File: config.mk
export PLATFORM = sky130hd
export DESIGN_NAME = refresh_sched
export DESIGN_NICKNAME = d
export VERILOG_FILES = /design/src/rtl/rfs_pkg.sv /design/src/rtl/rfs_wr_counter.sv /design/src/rtl/rfs_scan_seq.sv /design/src/rtl/rfs_port_mux.sv /design/src/rtl/refresh_sched.sv
export SDC_FILE = /design/constraint.sdc
export NUM_CORES = 1
export LEC_CHECK = 0
export BUFFER_PORTS_ARGS = -buffer_cell sky130_fd_sc_hd__buf_2
export CORE_MARGIN = 1.5
export CORE_UTILIZATION = 25
export CTS_CLUSTER_DIAMETER = 40
export DETAILED_ROUTE_END_ITERATION = 16
export PLACE_DENSITY = 0.54
export SETUP_SLACK_MARGIN = 0.05
export SYNTH_ARGS = -nofsm -noshare
export SYNTH_HDL_FRONTEND = slang
export SYNTH_SLANG_ARGS = --single-unit
File: constraint.sdc
create_clock -name clk -period 4.65 [get_ports clk]
set_input_delay 0.93 -clock clk [delete_from_list [all_inputs] [get_ports clk]]
set_output_delay 0.93 -clock clk [all_outputs]
set_load 0.05 [all_outputs]
File: src/rtl/rfs_pkg.sv
package rfs_pkg;
  typedef enum logic [1:0] {
    ST_IDLE,
    ST_READ,
    ST_WAIT,
    ST_WBACK
  } scan_st_t;
endpackage

File: src/rtl/rfs_wr_counter.sv
module rfs_wr_counter #(
  parameter int CW = 20
) (
  input  logic          clk,
  input  logic          rst_n,
  input  logic          inc,
  input  logic          clr,
  input  logic [CW-1:0] threshold,
  output logic          due
);
  localparam logic [CW-1:0] CNT_MAX = '1;

  logic [CW-1:0] cnt_q;

  // Saturating count of host writes; a completed scan clears it.
  always_ff @(posedge clk) begin
    if (!rst_n) begin
      cnt_q <= '0;
    end else if (clr) begin
      cnt_q <= '0;
    end else if (inc && (cnt_q != CNT_MAX)) begin
      cnt_q <= cnt_q + 1'b1;
    end
  end

  assign due = (threshold != '0) && (cnt_q >= threshold);
endmodule

File: src/rtl/rfs_scan_seq.sv
module rfs_scan_seq
  import rfs_pkg::*;
#(
  parameter int AW = 8,
  parameter int DW = 8
) (
  input  logic          clk,
  input  logic          rst_n,
  input  logic          due,
  input  logic          mem_busy,
  input  logic          host_pending,
  input  logic          mem_rd_valid,
  input  logic [DW-1:0] mem_rd_data,
  input  logic [AW-1:0] range_lo,
  input  logic [AW-1:0] range_hi,
  output logic          ref_cmd_valid,
  output logic          ref_cmd_we,
  output logic [AW-1:0] ref_addr,
  output logic [DW-1:0] ref_wdata,
  output logic          host_allow,
  output logic          rsp_is_ref,
  output logic          scan_done,
  output logic          active
);
  scan_st_t      st_q;
  logic [AW-1:0] addr_q;
  logic [AW-1:0] hi_q;
  logic [DW-1:0] data_q;
  logic          last_cell;

  assign last_cell     = (addr_q >= hi_q);
  assign ref_cmd_valid = !mem_busy &&
                         (((st_q == ST_READ) && !host_pending) || (st_q == ST_WBACK));
  assign ref_cmd_we    = (st_q == ST_WBACK);
  assign ref_addr      = addr_q;
  assign ref_wdata     = data_q;
  assign host_allow    = (st_q == ST_IDLE) || (st_q == ST_READ);
  assign rsp_is_ref    = (st_q == ST_WAIT);
  assign scan_done     = (st_q == ST_WBACK) && !mem_busy && last_cell;
  assign active        = (st_q != ST_IDLE);

  always_ff @(posedge clk) begin
    if (!rst_n) begin
      st_q   <= ST_IDLE;
      addr_q <= '0;
      hi_q   <= '0;
      data_q <= '0;
    end else begin
      unique case (st_q)
        ST_IDLE: begin
          if (due) begin
            addr_q <= range_lo;
            hi_q   <= range_hi;
            st_q   <= ST_READ;
          end
        end
        ST_READ: begin
          if (ref_cmd_valid) st_q <= ST_WAIT;
        end
        ST_WAIT: begin
          if (mem_rd_valid) begin
            data_q <= mem_rd_data;
            st_q   <= ST_WBACK;
          end
        end
        ST_WBACK: begin
          if (!mem_busy) begin
            if (last_cell) begin
              st_q <= ST_IDLE;
            end else begin
              addr_q <= addr_q + 1'b1;
              st_q   <= ST_READ;
            end
          end
        end
        default: st_q <= ST_IDLE;
      endcase
    end
  end
endmodule

File: src/rtl/rfs_port_mux.sv
module rfs_port_mux #(
  parameter int AW = 8,
  parameter int DW = 8
) (
  input  logic          host_req_valid,
  input  logic          host_req_write,
  input  logic [AW-1:0] host_req_addr,
  input  logic [DW-1:0] host_req_wdata,
  input  logic          host_allow,
  input  logic          mem_busy,
  input  logic          ref_cmd_valid,
  input  logic          ref_cmd_we,
  input  logic [AW-1:0] ref_addr,
  input  logic [DW-1:0] ref_wdata,
  input  logic          mem_rd_valid,
  input  logic          rsp_is_ref,
  output logic          host_req_ready,
  output logic          host_wr_fire,
  output logic          host_rsp_valid,
  output logic          mem_cmd_valid,
  output logic          mem_cmd_write,
  output logic [AW-1:0] mem_cmd_addr,
  output logic [DW-1:0] mem_cmd_wdata
);
  logic host_fire;

  assign host_req_ready = host_allow && !mem_busy;
  assign host_fire      = host_req_valid && host_req_ready;
  assign host_wr_fire   = host_fire && host_req_write;

  always_comb begin
    mem_cmd_valid = host_fire || ref_cmd_valid;
    if (host_fire) begin
      mem_cmd_write = host_req_write;
      mem_cmd_addr  = host_req_addr;
      mem_cmd_wdata = host_req_wdata;
    end else begin
      mem_cmd_write = ref_cmd_we;
      mem_cmd_addr  = ref_addr;
      mem_cmd_wdata = ref_wdata;
    end
  end

  assign host_rsp_valid = mem_rd_valid && !rsp_is_ref;
endmodule

File: src/rtl/refresh_sched.sv
module refresh_sched #(
  parameter int AW = 8,
  parameter int DW = 8,
  parameter int CW = 20
) (
  input  logic          clk,
  input  logic          rst_n,
  input  logic [AW-1:0] cfg_range_lo,
  input  logic [AW-1:0] cfg_range_hi,
  input  logic [CW-1:0] cfg_threshold,
  input  logic          host_req_valid,
  output logic          host_req_ready,
  input  logic          host_req_write,
  input  logic [AW-1:0] host_req_addr,
  input  logic [DW-1:0] host_req_wdata,
  output logic          host_rsp_valid,
  output logic [DW-1:0] host_rsp_data,
  output logic          mem_cmd_valid,
  output logic          mem_cmd_write,
  output logic [AW-1:0] mem_cmd_addr,
  output logic [DW-1:0] mem_cmd_wdata,
  input  logic          mem_busy,
  input  logic          mem_rd_valid,
  input  logic [DW-1:0] mem_rd_data,
  output logic          refresh_active
);
  logic          due;
  logic          host_wr_fire;
  logic          scan_done;
  logic          ref_cmd_valid;
  logic          ref_cmd_we;
  logic [AW-1:0] ref_addr;
  logic [DW-1:0] ref_wdata;
  logic          host_allow;
  logic          rsp_is_ref;

  rfs_wr_counter #(.CW(CW)) u_count (
    .clk       (clk),
    .rst_n     (rst_n),
    .inc       (host_wr_fire),
    .clr       (scan_done),
    .threshold (cfg_threshold),
    .due       (due)
  );

  rfs_scan_seq #(.AW(AW), .DW(DW)) u_seq (
    .clk           (clk),
    .rst_n         (rst_n),
    .due           (due),
    .mem_busy      (mem_busy),
    .host_pending  (host_req_valid),
    .mem_rd_valid  (mem_rd_valid),
    .mem_rd_data   (mem_rd_data),
    .range_lo      (cfg_range_lo),
    .range_hi      (cfg_range_hi),
    .ref_cmd_valid (ref_cmd_valid),
    .ref_cmd_we    (ref_cmd_we),
    .ref_addr      (ref_addr),
    .ref_wdata     (ref_wdata),
    .host_allow    (host_allow),
    .rsp_is_ref    (rsp_is_ref),
    .scan_done     (scan_done),
    .active        (refresh_active)
  );

  rfs_port_mux #(.AW(AW), .DW(DW)) u_mux (
    .host_req_valid (host_req_valid),
    .host_req_write (host_req_write),
    .host_req_addr  (host_req_addr),
    .host_req_wdata (host_req_wdata),
    .host_allow     (host_allow),
    .mem_busy       (mem_busy),
    .ref_cmd_valid  (ref_cmd_valid),
    .ref_cmd_we     (ref_cmd_we),
    .ref_addr       (ref_addr),
    .ref_wdata      (ref_wdata),
    .mem_rd_valid   (mem_rd_valid),
    .rsp_is_ref     (rsp_is_ref),
    .host_req_ready (host_req_ready),
    .host_wr_fire   (host_wr_fire),
    .host_rsp_valid (host_rsp_valid),
    .mem_cmd_valid  (mem_cmd_valid),
    .mem_cmd_write  (mem_cmd_write),
    .mem_cmd_addr   (mem_cmd_addr),
    .mem_cmd_wdata  (mem_cmd_wdata)
  );

  assign host_rsp_data = mem_rd_data;
endmodule

==> results of run 1 <==
## cells by family (layout without fill, tap and decap cells)
kind of cell | count (synthesis) | count (layout) | share of synthesized area
multiplexers | 11 | 11 | 0.0343
XOR/XNOR | 16 | 16 | 0.0436
adder cells (fa/ha/maj) | 34 | 34 | 0.132
buffers and inverters | 60 | 140 | 0.0803
flip-flops | 46 | 46 | 0.287
AO/OA/AOI/OAI | 71 | 71 | 0.142
AND/OR/NAND/NOR | 198 | 198 | 0.281
## power breakdown
part	internal, mW	switching (mW)	total, mW
clock network	0.230	0.152	0.381
registers	0.410	0.0244	0.434
logic	0.121	0.256	0.376
total	0.760	0.431	1.19
## routing by layer
metal	vias up	global-route usage	wire, um	share of wire
li1	1651	-	-	-
met1	1402	0.178	4400	0.50
met2	72	0.211	3960	0.45
met3	4	0.0202	315	0.036
met4	0	0.0341	61	0.0070
met5	-	0	0	0
## final timing paths
| kind | endpoint | slack [ns] | cells past startpoint |
|---|---|---|---|
| hold reg to reg | u_seq.ref_wdata[1] | 0.46 | 2 |
| hold / removal | u_seq.ref_wdata[1] | 0.46 | 2 |
| setup / recovery | mem_cmd_addr[3] | 1.41 | 7 |
| setup reg to reg | u_count.cnt_q[18] | 1.92 | 9 |
## worst register-to-register path, cell delays in order (launching register included)
cell and delay, ns:
dfxtp_1 0.35, inv_1 0.13, ha_1 0.32, o21ba_2 0.22
and2_4 0.28, nand3_2 0.11, or4_1 0.65, or3_1 0.38
xor2_1 0.14, nor2_1 0.05
## sequential cells by signal, summed over array words and instances, names as in the netlist
| signal | count |
|---|---|
| u_count.cnt_q | 20 |
| u_seq.ref_addr | 8 |
| u_seq.ref_wdata | 8 |
| u_seq.hi_q | 8 |
| u_seq.st_q | 2 |
## cell type report
type,instances,area [um^2],share of cell area
clock inverter,1,8.76,0.00222
timing repair buffer,95,478,0.121
sequential,46,921,0.233
multi-input combinational,330,2040,0.516
inverter,37,139,0.0351
tap,172,215,0.0544
clock buffer,7,153,0.0386
## synth_stat cells, types with 2 or more instances
library cell | count | area (um^2)
o32ai_1 | 2 | 17.5
xnor2_1 | 6 | 52.6
nor4_1 | 6 | 37.5
nand3_1 | 18 | 90.1
inv_1 | 36 | 135
dfxtp_1 | 46 | 921
or3_1 | 5 | 31.3
a21oi_1 | 26 | 130
buf_2 | 2 | 10.0
or4_1 | 3 | 22.5
and4_1 | 3 | 26.3
o21ai_0 | 11 | 55.1
ha_1 | 34 | 425
nor3_1 | 7 | 35.0
mux2i_1 | 11 | 110
o22ai_1 | 6 | 37.5
clkbuf_1 | 13 | 48.8
o21a_1 | 2 | 15.0
nand2_1 | 92 | 345
nor2b_1 | 2 | 12.5
nand2b_1 | 2 | 12.5
or2_2 | 2 | 12.5
nor2_1 | 37 | 139
buf_4 | 8 | 60.1
and3_1 | 8 | 50.1
nand4_1 | 9 | 56.3
o31ai_1 | 7 | 52.6
a21o_1 | 2 | 15.0
a31oi_1 | 4 | 25.0
xor2_1 | 10 | 87.6
==> flow_metrics.py, run 1 <==
metrics = {
    "hold_path": {
        "min_from": "u_seq.ref_wdata[1]",
        "hold_path_class": "flip-flop to flip-flop",
    },
    "clock_tree": {
        "tritoncts": "done",
        "holdBufCountCts": 0,
        "cts_resized": 0,
        "cts_buffers": 5,
        "clkTransAtPathRegs_ns": 0.06,
        "insertion_delay_ns": 0.29,
        "cts-root-buf": "clkbuf_16",
        "cts_htree_levels": 2,
        "post-cts-setup-buffers": 0,
        "cts.path.max_buffers": 2,
        "cts.sinks": 46,
    },
    "critical_path": {
        "arrival_ns": 2.31,
        "path_class": "flip-flop to primary output",
        "slowest_delay_ns": 0.43,
        "crit_fanout": 16,
        "timing.rr.start": "u_seq.st_q[0]",
        "path_buf_inv": 2,
        "cp_slowest_cell": "nand2_1",
        "crit_chain": "inv_1, ha_1, o21ba_2, nand2_1, nand2_1, nand2_1, buf_2",
        "crit_family": "simple AND/OR/NAND/NOR gates",
        "crit_top_cell": "nand2_1",
        "crit_required_ns": 3.72,
        "startpoint": "u_seq.st_q[0]",
        "endpoint_kind": "primary output",
        "cp-start-kind": "flip-flop",
    },
    "synth": {
        "synth.avg_cell_area_um2": 7.37,
        "syn_inst": 436,
        "synth_edf_count": 0,
        "synth_area_um2": 3210,
        "ys_seq_area_frac": 0.287,
        "synthesis.nets": 536,
        "synth_ff_type": "dfxtp_1",
        "yosys_warnings": 0,
        "ys_types": 46,
        "ys_ff_latch": 46,
        "synthArstFlopShare": 0,
    },
    "floorplanning": {
        "core_um2": 12600,
        "row_count": 41,
        "dieArea_um2": 13500,
        "die_w_um": 116,
        "fp.dieH_um": 116,
        "start_util": 0.256,
        "pin_count": 95,
    },
    "placement": {
        "pre_cts_slack_ns": 1.32,
        "placed_cells": 680,
        "port_buffers": 94,
        "dp_hpwl_um": 7060,
        "dpl_cell_area_um2": 3790,
        "gp_congestion": 0.821,
    },
    "route": {
        "firstDrtPassIters": 4,
        "finalWirelength_um": 8740,
        "detail-route-antenna-nets": 0,
        "drc_errors": 0,
        "vias": 3129,
        "drtIter0Drc": 147,
        "routedWlPerCell_um": 12.7,
        "vias_per_cell": 4.55,
    },
    "sta": {
        "layout_worst_path_cycle_share": 0.697,
        "relSlewSlack": 0.495,
        "finClkSkew_ns": 0.0109,
        "setup_ws_ns": 1.41,
        "setup_tns_ns": 0,
        "setup_viol": 0,
        "worst_slew_pin_slew_ns": 0.752,
        "fin_hold_ws_ns": 0.457,
        "hold_viol_final": 0,
        "fmax_ghz": 0.309,
        "layout_min_cycle_time_ns": 3.24,
        "slew_violations": 0,
        "rsz0062_at_grt": "no",
    },
    "final_layout": {
        "diodes": 0,
        "fillers": 1373,
        "layout_common_cells": "buf_2, nand2_1, dfxtp_1",
        "nets": 615,
        "fin_area_um2": 3950,
        "layout_commonest_cell": "buf_2",
        "drive_above_1_share": 0.215,
        "fin_util": 0.314,
        "syn2layout_area_growth_pct": 23.1,
        "final_cells": 688,
    },
    "grt": {
        "grtUsageTotal": 0.129,
        "grt_pass1_vias": 2900,
        "grt_pass1_wl_um": 13800,
        "grt_max_degree": 21,
        "gr-total-overflow": 0,
        "antenna_found_initial": 0,
    },
    "run": {
        "cap_viol_max_count": 0,
    },
    "run_status": {
        "outcome": "finished clean",
    },
    "pwr": {
        "power_leakage_nw": 1.81,
        "fin_total_pwr_mw": 1.19,
        "ir_worst_vdd_v": 0.000140,
        "power_density_nw_per_um2": 302,
    },
}
Power figures use the tool's default switching activity.
==> inputs of run 2 (changes only) <==
clock period = 3.2 ns   (was 4.65 ns; I/O delays follow)
==> run 2 against run 1 <==
Total power is 42% higher. Sequential cell count stayed put. Design area is 0.16% higher. Largest cell class unchanged.
==> flow_metrics.py, run 2 (synthesis gave the netlist of run 1 again) <==
metrics = {
    "run_status": {
        "outcome": "finished clean",
    },
    "critical_path": {
        "arrival_ns": 2.96,
        "crit_family": "simple AND/OR/NAND/NOR gates",
        "endpoint": "u_count.cnt_q[18]",
        "crit_cells": 9,
        "crit_required_ns": 3.37,
        "reg2reg_slack_ns": 0.41,
        "timing.rr.start": "u_seq.st_q[0]",
        "crit_chain": "inv_1, ha_1, o21ba_2, and2_4, nand3_2, or4_1, or3_1, xor2_1, nor2_1",
        "startpoint": "u_seq.st_q[0]",
        "path_class": "flip-flop to flip-flop",
        "path_buf_inv": 1,
        "cp_slowest_cell": "or4_1",
        "slowest_delay_ns": 0.67,
        "crit_fanout": 20,
        "cp-start-kind": "flip-flop",
        "r2r_cells": 9,
        "worstReg2RegEnd": "u_count.cnt_q[18]",
        "endpoint_kind": "flip-flop",
    },
    "run": {
        "cap_viol_max_count": 0,
    },
    "route": {
        "finalWirelength_um": 8770,
        "vias": 3197,
        "drc_errors": 0,
        "routedWlPerCell_um": 12.7,
        "detail-route-antenna-nets": 0,
        "drtIter0Drc": 147,
        "vias_per_cell": 4.63,
        "firstDrtPassIters": 4,
    },
    "pwr": {
        "netSwitchingFraction": 0.370,
        "p_seq_frac": 0.373,
        "clock_power_share": 0.301,
        "ir_worst_vdd_v": 0.000203,
        "internal_power_mw": 1.07,
        "p_switching_mw": 0.626,
        "power_leakage_nw": 1.81,
        "comb_power_share": 0.326,
        "power_density_nw_per_um2": 428,
    },
    "floorplanning": {
        "die_w_um": 116,
        "pin_count": 95,
        "start_util": 0.256,
        "row_count": 41,
        "dieArea_um2": 13500,
        "core_um2": 12600,
        "fp.dieH_um": 116,
    },
    "placement": {
        "dp_hpwl_um": 7150,
        "gp_congestion": 0.837,
        "dpl_cell_area_um2": 3810,
        "port_buffers": 94,
    },
    "clock_tree": {
        "post-cts-setup-buffers": 0,
        "cts_resized": 0,
        "clkTransAtPathRegs_ns": 0.07,
        "tritoncts": "done",
        "cts-root-buf": "clkbuf_16",
        "holdBufCountCts": 0,
        "cts.path.max_buffers": 2,
        "insertion_delay_ns": 0.28,
        "cts_htree_levels": 2,
        "cts.sinks": 46,
        "cts_buffers": 5,
    },
    "sta": {
        "rsz0062_at_grt": "no",
        "relSlewSlack": 0.533,
        "hold_viol_final": 0,
        "finClkSkew_ns": 0.00960,
        "layout_min_cycle_time_ns": 2.79,
        "setup_viol": 0,
        "slew_violations": 0,
        "worst_slew_pin_slew_ns": 0.695,
        "fmax_ghz": 0.359,
        "layout_worst_path_cycle_share": 0.871,
        "setup_tns_ns": 0,
    },
    "grt": {
        "antenna_found_initial": 0,
        "grt_pass1_vias": 3098,
        "gr-total-overflow": 0,
        "grt_pass1_wl_um": 14200,
        "grt_max_degree": 21,
        "grtUsageTotal": 0.131,
    },
    "final_layout": {
        "fin_util": 0.315,
        "diodes": 0,
        "largest_reg_flops": 20,
        "fin_area_um2": 3960,
        "nets": 618,
        "drive_above_1_share": 0.220,
        "syn2layout_area_growth_pct": 23.3,
        "layout_common_cells": "buf_2, nand2_1, dfxtp_1",
        "layout_commonest_cell": "buf_2",
        "regMostFlops": "u_count.cnt_q",
    },
    "hold_path": {
        "whs_path_depth": 2,
        "hold_path_class": "flip-flop to flip-flop",
    },
}
-- run 2: cell types whose count changed in the layout (fill, tap and decap cells not counted), sizes merged --
cell    previous run  this run
buf               95        98
clkinv             1         2
clkbuf             7         6
-- run 2: power groups by stage --
| stage | Clock (mW) | Combinational, mW | Sequential, mW |
|---|---|---|---|
| floorplan | 0 | 0.408 | 0.632 |
| finish | 0.509 | 0.552 | 0.632 |
| global route | 0.547 | 0.613 | 0.636 |
| CTS | 0.521 | 0.558 | 0.631 |
| global placement | 0 | 0.543 | 0.644 |
| detailed placement | 0 | 0.556 | 0.643 |
-- run 2: layout make-up --
type                    count  area [um^2]
fillers                  1371         8610
multi-input cells         330         2040
flip-flops and latches     46          921
repair buffers             98          500
well taps                 172          215
inverters                  37          139
clock buffers               6          129
clock inverters             2         13.8
-- run 2: worst min-delay path: stages (launching register included) --
cell and delay (ns):
dfxtp_1 0.31, nand2_1 0.05, a21oi_1 0.05
-- run 2: how the worst min path moves through the flow --
stage	start	to	slack, ns
2_1_floorplan	u_seq.ref_wdata[0]	u_seq.ref_wdata[0]	0.44
3_3_place_gp	u_seq.ref_wdata[4]	u_seq.ref_wdata[4]	0.45
3_5_place_dp	u_seq.ref_wdata[2]	u_seq.ref_wdata[2]	0.45
4_1_cts	u_seq.ref_wdata[2]	u_seq.ref_wdata[2]	0.46
5_1_grt	u_seq.ref_wdata[6]	u_seq.ref_wdata[6]	0.48
6_report	u_seq.ref_wdata[2]	u_seq.ref_wdata[2]	0.46
-- run 2: layer usage --
metal | global-route usage | vias up | part of all wire
met5 | 0 | - | 0
met4 | 0.0390 | 0 | 0.016
met3 | 0.0254 | 10 | 0.040
met2 | 0.214 | 71 | 0.45
met1 | 0.175 | 1459 | 0.49
li1 | - | 1657 | -
-- run 2: stage by stage --
stage | instances | setup WS [ns] | hold WS [ns] | total power [mW]
final | 691 | 0.414 | 0.458 | 1.69
after global routing | 691 | 0.256 | 0.484 | 1.80
after detailed placement | 683 | 0.206 | 0.447 | 1.20
after CTS | 691 | 0.174 | 0.457 | 1.71
after global placement | 683 | 0.292 | 0.446 | 1.19
after floorplan | 436 | 0.0296 | 0.437 | 1.04
